**src/rtl/eth_rx_pkg.sv**
```systemverilog
package eth_rx_pkg;
  typedef enum logic [1:0] {ST_IDLE, ST_PRE, ST_BODY} rx_state_t;

  localparam logic [7:0] K_START = 8'hFB;
  localparam logic [7:0] K_TERM  = 8'hFD;
  localparam logic [7:0] K_EXT   = 8'hF7;
  localparam logic [7:0] B_PRE   = 8'h55;
  localparam logic [7:0] B_SFD   = 8'hD5;

  localparam logic [31:0] CRC_POLY_REV = 32'hEDB88320;
  localparam logic [31:0] CRC_RESIDUE  = 32'hDEBB20E3;

  function automatic logic [31:0] crc_step(input logic [31:0] c, input logic [7:0] d);
    logic [31:0] r;
    r = c ^ {24'h0, d};
    for (int b = 0; b < 8; b++) begin
      r = r[0] ? ((r >> 1) ^ CRC_POLY_REV) : (r >> 1);
    end
    return r;
  endfunction
endpackage

```
**src/rtl/eth_rx_crc.sv**
```systemverilog
module eth_rx_crc
  import eth_rx_pkg::*;
(
  input  logic       clk,
  input  logic       rst,
  input  logic       init,
  input  logic       upd,
  input  logic [7:0] din,
  output logic       crc_ok
);
  logic [31:0] crc_q;

  always_ff @(posedge clk) begin
    if (rst || init) crc_q <= '1;
    else if (upd)    crc_q <= crc_step(crc_q, din);
  end

  assign crc_ok = (crc_q == CRC_RESIDUE);

  // the register only moves on a preset or a frame byte
  p_crc_hold_r8: assert property (@(posedge clk) disable iff (rst)
    (!init && !upd) |=> $stable(crc_q));
endmodule

```
**src/rtl/eth_rx_dacls.sv**
```systemverilog
module eth_rx_dacls (
  input  logic       clk,
  input  logic       rst,
  input  logic       clr,
  input  logic       en,
  input  logic [2:0] idx,
  input  logic [7:0] din,
  output logic       bcast,
  output logic       group
);
  localparam logic [2:0] LAST_IDX = 3'd5;
  logic ones_run;
  logic group_pend;

  always_ff @(posedge clk) begin
    if (rst || clr) begin
      ones_run   <= 1'b0;
      group_pend <= 1'b0;
      bcast      <= 1'b0;
      group      <= 1'b0;
    end else if (en) begin
      if (idx == 3'd0) begin
        ones_run   <= &din;
        group_pend <= din[0];
      end else if (idx == LAST_IDX) begin
        bcast <= ones_run & (&din);
        group <= group_pend;
      end else begin
        ones_run <= ones_run & (&din);
      end
    end
  end

  // an all-ones address always has its group bit set
  p_bcast_group_r5: assert property (@(posedge clk) disable iff (rst)
    bcast |-> group);
endmodule

```
**src/rtl/eth_rx_ltcls.sv**
```systemverilog
module eth_rx_ltcls #(
  parameter int MAX_LEN_FIELD = 1500,
  parameter int MIN_TYPE      = 16'h0600
) (
  input  logic       clk,
  input  logic       rst,
  input  logic       clr,
  input  logic       en_hi,
  input  logic       en_lo,
  input  logic [7:0] din,
  output logic [1:0] kind
);
  localparam logic [15:0] LEN_LIM  = 16'(MAX_LEN_FIELD);
  localparam logic [15:0] TYPE_LIM = 16'(MIN_TYPE);
  logic [7:0]  hi_q;
  logic [15:0] val;

  assign val = {hi_q, din};

  always_ff @(posedge clk) begin
    if (rst || clr) begin
      hi_q <= '0;
      kind <= 2'd0;
    end else begin
      if (en_hi) hi_q <= din;
      if (en_lo) begin
        if (val <= LEN_LIM)       kind <= 2'd1;
        else if (val >= TYPE_LIM) kind <= 2'd2;
        else                      kind <= 2'd3;
      end
    end
  end

  // the class holds between its update and the next start
  p_kind_stable_r6: assert property (@(posedge clk) disable iff (rst)
    (!clr && !en_lo) |=> $stable(kind));
endmodule

```
**src/rtl/eth_rx_frame_parser.sv**
```systemverilog
module eth_rx_frame_parser
  import eth_rx_pkg::*;
#(
  parameter int MIN_FRAME     = 64,
  parameter int MAX_FRAME     = 1518,
  parameter int MAX_LEN_FIELD = 1500,
  parameter int MIN_TYPE      = 16'h0600,
  parameter int DA_BYTES      = 6,
  parameter int SA_BYTES      = 6
) (
  input  logic       clk,
  input  logic       rst,
  input  logic [7:0] rx_data,
  input  logic       rx_k,
  input  logic       rx_valid,
  output logic       wr_en,
  output logic [7:0] wr_data,
  output logic       da_stb,
  output logic       sa_stb,
  output logic       lt_stb,
  output logic       dst_bcast,
  output logic       dst_group,
  output logic [1:0] lt_kind,
  output logic       frame_end,
  output logic       frame_good
);
  localparam int CNT_W = $clog2(MAX_FRAME + 2);
  localparam logic [CNT_W-1:0] CNT_SAT = '1;
  localparam logic [CNT_W-1:0] MIN_C   = CNT_W'(MIN_FRAME);
  localparam logic [CNT_W-1:0] MAX_C   = CNT_W'(MAX_FRAME);
  localparam logic [CNT_W-1:0] SA_LO   = CNT_W'(DA_BYTES);
  localparam logic [CNT_W-1:0] LT_LO   = CNT_W'(DA_BYTES + SA_BYTES);
  localparam logic [CNT_W-1:0] LT_HI   = CNT_W'(DA_BYTES + SA_BYTES + 1);

  rx_state_t        state;
  logic [CNT_W-1:0] cnt;
  logic             start_hit, take, crc_ok;

  assign start_hit = (state == ST_IDLE) && rx_valid && rx_k && (rx_data == K_START);
  assign take      = (state == ST_BODY) && rx_valid && !rx_k;

  eth_rx_crc u_crc (
    .clk(clk), .rst(rst), .init(start_hit), .upd(take), .din(rx_data), .crc_ok(crc_ok)
  );

  eth_rx_dacls u_da (
    .clk(clk), .rst(rst), .clr(start_hit), .en(take && (cnt < SA_LO)),
    .idx(cnt[2:0]), .din(rx_data), .bcast(dst_bcast), .group(dst_group)
  );

  eth_rx_ltcls #(.MAX_LEN_FIELD(MAX_LEN_FIELD), .MIN_TYPE(MIN_TYPE)) u_lt (
    .clk(clk), .rst(rst), .clr(start_hit),
    .en_hi(take && (cnt == LT_LO)), .en_lo(take && (cnt == LT_HI)),
    .din(rx_data), .kind(lt_kind)
  );

  always_ff @(posedge clk) begin
    if (rst) begin
      state      <= ST_IDLE;
      cnt        <= '0;
      wr_en      <= 1'b0;
      wr_data    <= '0;
      da_stb     <= 1'b0;
      sa_stb     <= 1'b0;
      lt_stb     <= 1'b0;
      frame_end  <= 1'b0;
      frame_good <= 1'b0;
    end else begin
      wr_en      <= 1'b0;
      da_stb     <= 1'b0;
      sa_stb     <= 1'b0;
      lt_stb     <= 1'b0;
      frame_end  <= 1'b0;
      frame_good <= 1'b0;
      unique case (state)
        ST_IDLE: begin
          if (start_hit) begin
            state <= ST_PRE;
            cnt   <= '0;
          end
        end
        ST_PRE: begin
          if (!rx_valid || rx_k)        state <= ST_IDLE;
          else if (rx_data == B_SFD)    state <= ST_BODY;
          else if (rx_data != B_PRE)    state <= ST_IDLE;
        end
        ST_BODY: begin
          if (take) begin
            wr_en   <= 1'b1;
            wr_data <= rx_data;
            da_stb  <= (cnt < SA_LO);
            sa_stb  <= (cnt >= SA_LO) && (cnt < LT_LO);
            lt_stb  <= (cnt == LT_LO) || (cnt == LT_HI);
            if (cnt != CNT_SAT) cnt <= cnt + 1'b1;
          end else begin
            frame_end <= 1'b1;
            state     <= ST_IDLE;
            if (rx_valid && ((rx_data == K_TERM) || (rx_data == K_EXT)))
              frame_good <= crc_ok && (cnt >= MIN_C) && (cnt <= MAX_C);
          end
        end
        default: state <= ST_IDLE;
      endcase
    end
  end

  // the end pulse lasts one cycle
  p_end_single_r7: assert property (@(posedge clk) disable iff (rst)
    frame_end |=> !frame_end);
  // nothing is written once a frame has ended
  p_no_wr_after_end_r10: assert property (@(posedge clk) disable iff (rst)
    frame_end |=> !wr_en);
  // a good status never goes with an out-of-range length
  p_good_len_r9: assert property (@(posedge clk) disable iff (rst)
    (frame_end && frame_good) |-> ((cnt >= MIN_C) && (cnt <= MAX_C)));
  // strobes are exclusive and ride on a write
  p_stb_onehot_r4: assert property (@(posedge clk) disable iff (rst)
    $onehot0({da_stb, sa_stb, lt_stb}));
  p_stb_wr_r4: assert property (@(posedge clk) disable iff (rst)
    (da_stb || sa_stb || lt_stb) |-> wr_en);
endmodule

```
**config.mk**
```make
export PLATFORM = sky130hd
export DESIGN_NAME = eth_rx_frame_parser
export DESIGN_NICKNAME = d
export VERILOG_FILES = /design/src/rtl/eth_rx_pkg.sv /design/src/rtl/eth_rx_crc.sv /design/src/rtl/eth_rx_dacls.sv /design/src/rtl/eth_rx_ltcls.sv /design/src/rtl/eth_rx_frame_parser.sv
export SDC_FILE = /design/constraint.sdc
export NUM_CORES = 1
export LEC_CHECK = 0
export ABC_CLOCK_PERIOD_IN_PS = 5700
export BUFFER_PORTS_ARGS = -buffer_cell sky130_fd_sc_hd__buf_4
export CAP_MARGIN = 20
export CORE_ASPECT_RATIO = 0.8
export CORE_UTILIZATION = 23
export CTS_CLUSTER_SIZE = 20
export DETAILED_ROUTE_END_ITERATION = 12
export PLACE_DENSITY = 0.36
export REMOVE_ABC_BUFFERS = 1
export SYNTH_ARGS = -nofsm -noshare
export SYNTH_HDL_FRONTEND = slang
export SYNTH_SLANG_ARGS = --single-unit
```
**constraint.sdc**
```tcl
create_clock -name clk -period 5.7 [get_ports clk]
set_input_delay 0 -clock clk [delete_from_list [all_inputs] [get_ports clk]]
set_output_delay 0 -clock clk [all_outputs]
set_load 0.03 [all_outputs]
```
Yosys cells after proc, flatten, opt, wreduce, memory -nomap -nowiden:

Cells that the tools add are included.

* register bits: 73
* word-level logic and storage cells: 111
* output and inout port bits: 18
* input port bits: 12

* reductions and logical operators: 31
* magnitude comparators: 7
* bitwise logic cells: 14
* $add $sub $neg: 1
* equal/unequal tests: 18
* mux-type cells: 24

Operators by type and width (count)
* two-way mux 32 bit: 8
* NOT 13 -> 14 bit: 8
* two-way mux 11 bit: 3
* equality test 32 bit (second input constant): 1
* equality test 8 bit (second input constant): 4
* bitwise XOR 32 x 8 -> 32 bit: 1
* equality test 11 x 4 -> 1 bit (second input constant): 2
* case mux 11 bit (2 select lines): 1
* >= comparator 16 x 11 -> 1 bit (second input constant): 1
* <= comparator 16 x 11 -> 1 bit (second input constant): 1
* logical AND 1 bit: 12
* two-way mux 2 bit: 6
* adder 11 x 1 -> 11 bit (second input constant): 1
* >= comparator 11 x 3 -> 1 bit (second input constant): 1
* >= comparator 11 x 7 -> 1 bit (second input constant): 1
* <= comparator 11 bit (second input constant): 1
* less-than comparator 11 x 3 -> 1 bit (second input constant): 1
* less-than comparator 11 x 4 -> 1 bit (second input constant): 1
* inequality test 11 bit (second input constant): 1
* inequality test 8 x 7 -> 1 bit (second input constant): 1
* AND reduction 8 bit: 1
* inequality test 2 x 1 -> 1 bit (second input constant): 3
* case mux 2 bit (3 select lines): 1
* AND reduction 2 bit: 3
* other kinds (18): 31

Longest topological paths before layout:

* depth in word-level cells: 17
* mapped depth: 7
* mapped depth without buffers: 6

Modules after synthesis:

Synthesis repeated with hierarchy kept, for this count alone.

* cell total of the unflattened synthesis: 446
* area, all modules: 4017.6 um2

Modules (own cells, without submodules)
* eth_rx_crc: cells an instance 216, instances 1, sequential area each 640.6 um2, area each 2018.2 um2
* eth_rx_frame_parser: cells an instance 166, instances 1, sequential area each 540.5 um2, area each 1358.8 um2
* eth_rx_ltcls: cells an instance 44, instances 1, sequential area each 200.2 um2, area each 436.7 um2
* eth_rx_dacls: cells an instance 20, instances 1, sequential area each 80.1 um2, area each 203.9 um2

Worst setup path before layout:

Ideal clock, no wire load.

* kind: register to register
* start point: reg cnt[7]
* end point: reg u_da.group
* buffers on the path: 0
* setup slack: 3.703 ns
* library setup time: 0.128 ns
* required time: 5.572 ns
* cell stages (with the launch flop): 6
* data arrival time: 1.869 ns
* period minus slack after synthesis: 1.997 ns
* cells stage by stage: dfxtp_1 -> or4_4 -> or4_4 -> nor4_4 -> mux2i_1 -> nor2_1

* longest elaborated chain between the ends: 3

Ends and longest elaborated chain
* from (decl): RTL line eth_rx_frame_parser.sv:36 `logic [CNT_W-1:0] cnt;`
* from (signal assigned): RTL line eth_rx_frame_parser.sv:94 `if (cnt != CNT_SAT) cnt <= cnt + 1'b1;`
* less-than comparator 11 x 3 -> 1 bit: RTL line eth_rx_frame_parser.sv:47 `.clk(clk), .rst(rst), .clr(start_hit), .en(take && (cnt < SA_LO)),`
* logical AND 1 bit: RTL line eth_rx_frame_parser.sv:47
* AND reduction 3 bit (no source line)
* to (signal assigned): RTL line eth_rx_dacls.sv:27 `group <= group_pend;`
* to (decl): RTL line eth_rx_dacls.sv:9 `output logic group`

Every way passes these cells.
A chain may end at the register's enable or synchronous reset.

Worst setup path after layout:

* start point: reg state[1]
* end point: reg da_stb

* longest elaborated chain between the ends: 5
* elaborated cells on any way between the ends: 6
* classes of those cells: 1 x eq/ne; 2 x bitwise; 3 x reduce/logical

Ends and longest elaborated chain
* from (decl): RTL line eth_rx_frame_parser.sv:35 `rx_state_t state;`
* from (signal assigned): RTL line eth_rx_frame_parser.sv:59 `state <= ST_IDLE;`
* from (signal assigned): RTL line eth_rx_frame_parser.sv:78 `state <= ST_PRE;`
* from (signal assigned): RTL line eth_rx_frame_parser.sv:83 `if (!rx_valid || rx_k) state <= ST_IDLE;`
* equality test 2 bit (*): RTL line eth_rx_frame_parser.sv:40, eth_rx_frame_parser.sv:75
* logical AND 1 bit (2 in series): RTL line eth_rx_frame_parser.sv:40 `assign take = (state == ST_BODY) && rx_valid && !rx_k;`
* NOT 1 bit (no source line)
* OR reduction 3 bit (no source line) (*)
* to (signal assigned): RTL line eth_rx_frame_parser.sv:91 `da_stb <= (cnt < SA_LO);`
* to (decl): RTL line eth_rx_frame_parser.sv:18 `output logic da_stb,`

Mark *: on every way between the ends. The rest lies on a longest branch, timed or not.

==> out/qor.csv <==
metric,value,unit
die width,147,µm
Worst slew margin,26.2,%
largest net degree at the start of global routing,56,
clock tree buffer depth,2,
pwr dens,262,nW/µm²
Final Cell Area,4610,µm²
final hold vios,0,
dpl ws,2.93,ns
DP HPWL,7870,µm
DRC Markers,0,
crit share post-route,48.8,%
"Seq/Total Area, Yosys",37.8,%
I/O Pins,30,
Hold Path Class,in2reg,
RSZ-0062 raised after global routing,false,
vias in the first global route,2912,
Routed Wire Length,11000,µm
Initial Utilization,24.0,%
RD Place Congestion,0.769,
crit path kind,reg2reg,
area of the core,16100,µm²
share of cells above drive strength 1,16.7,%
first-pass GRT wire length,17500,µm
total CTS buffers,9,
"FF+latch count, synth",73,
CTS tree,yes,
WP data arrival,3.06,ns
metal1 wirelength,6090,µm
root buf cell,clkbuf_16,
Post-synth EDFFs,0,
setup violators final,0,
vias per std cell,4.54,
Clock transition at path regs,0.06,ns
per-cell routed wire length,16.9,µm
gr ovfl total,0,
violation count after the first detailed-route iteration,200,
DIE HEIGHT,118,µm
nets,443,
first drt pass iteration count,6,
Setup WS post-layout,2.92,ns
CP Capture Type,register,
syn avg cell area,9.58,µm²
Fin Setup TNS,0,ns
ys async rst share,0,%
post-synth cell types,56,
Tmin final,2.78,ns
clk_skew,0.0117,ns
Post-DRT Antenna Nets,0,
GRT Util Overall,13.3,%
htree depth,3,
Post-Syn Instances,403,
initial antenna violation count,0,
Layout area overhead,19.5,%
met2 routed WL,4350,µm
die area,17300,µm²
Tightest Pin Transition,1.10,ns
top layer in use,met4,
fillcell total,1747,
startpoint types,register,
Max-Cap Viols,0,
row count,41,
VDD IR-drop max,0.000126,V
fmax,359,MHz
"Cell Area, Placed",4250,µm²
I/O Buffers,29,
Final Slew Violations,0,
required time of the critical path,5.98,ns
post-synthesis cell area,3860,µm²
total number of vias,2945,
outcome,"complete, no violations",
PostCTS Resize Cnt,0,
clock sinks,73,
"Clk Latency, worst-skew pair",0.35,ns
Ys Warns,0,
Leakage,1.73,nW
CP max FO,55,
main flop type after synthesis,dfxtp_1,
met3 WL post-DR,391,µm
-- path summary, 6_finish.rpt --
check	start	endpoint	slack [ns]	depth (start not counted)
worst max register to register	state[1]	da_stb	2.92	4
worst min register to register	u_lt.kind[0]	u_lt.kind[0]	0.46	2
worst min-delay path	rx_data[1]	wr_data[1]	0.02	2
worst max-delay path	state[1]	da_stb	2.92	4
-- flip-flops by register name, indices dropped and copies added (netlist names) --
signal	cells
u_crc.crc_q	32
cnt	11
u_lt.hi_q	8
wr_data	8
state	2
u_lt.kind	2
da_stb	1
frame_end	1
frame_good	1
lt_stb	1
sa_stb	1
u_da.bcast	1
u_da.group	1
u_da.group_pend	1
u_da.ones_run	1
wr_en	1
-- power breakdown --
group | total (mW) | switching, mW | internal, mW
clock network | 0.568 | 0.259 | 0.308
registers | 0.510 | 0.0000238 | 0.510
logic | 0.132 | 0.0758 | 0.0563
-- cells in the mapped netlist (3+ instances only) --
master,n,area [µm²]
ha_1,4,50.1
and3_1,3,18.8
clkbuf_2,3,15.0
nand2b_1,4,25.0
nor3_1,8,40.0
nand2_1,27,101
buf_2,7,35.0
nor4b_1,3,26.3
xor2_1,21,184
nor2_1,29,109
buf_1,4,15.0
or4_4,3,33.8
o21ai_0,9,45.0
o211ai_1,20,150
dfxtp_1,73,1460
nor4_4,3,63.8
nand4_1,7,43.8
a22o_1,8,70.1
a21oi_1,21,105
nor4bb_1,3,30.0
mux2i_1,12,120
inv_1,6,22.5
xnor2_1,54,473
nand3_1,7,35.0
xnor2_2,8,130
clkbuf_1,10,37.5
a211oi_1,8,60.1
-- cell families after synthesis --
group	synth area share, %
buffers and inverters	3.53
DFF	37.8
and+or+nand+nor	18.8
xor gates and xnor gates	20.4
adders and majority gates	1.30
muxes	3.11
AOI/OAI and AO/OA	15.0
-- cell type report --
type                       instances  area [µm²]  area share [%]
multi-input combinational        299        2260            49.1
sequential                        73        1460            31.7
timing repair buffer              38         303            6.56
tap                              215         269            5.83
clock buffer                       9         225            4.88
clock inverter                     7        66.3            1.44
inverter                           6        22.5           0.488
antenna                            1        2.50          0.0542
-- stage by stage --
stage,power [mW],hold WS [ns],std cells,util (%)
floorplan,0.610,0.0691,378,-
global placement,0.652,0.262,624,26.4
detailed placement,0.651,0.252,624,26.4
CTS,1.23,0.00657,647,28.6
global route,1.27,0.0372,647,28.6
finish,1.21,0.0241,648,28.6
-- routing by layer --
metal	GRT usage [%]	vias up
met5	0	-
met2	17.6	49
met1	20.3	1411
met3	3.53	10
li1	-	1475
met4	4.43	0
-- cells in the final DEF, fill, tap and decap left out, types with 8 or more instances in the layout --
cell       instances
buf_4             31
nand2_1           27
clkbuf_16          9
dfxtp_1           73
nor2_1            29
mux2i_1           12
a22o_1             8
o21ai_0            9
xnor2_1           54
nor3_1             8
a211oi_1           8
a21oi_1           21
o211ai_1          20
xor2_1            21
xnor2_2            8
-- worst max-delay path, stage by stage (launching register included) --
cell and delay, ns:
dfxtp_1 0.42, nand3b_1 0.59, buf_4 0.54, nor2_1 0.88, and3_1 0.28
-- repair_timing --
item / 4_1_cts / 5_1_grt
hold buffers: 7 / 0
hold endpoints to repair: 14 / 0
setup buffers: 0 / 0
Power figures use the tool's default switching activity.
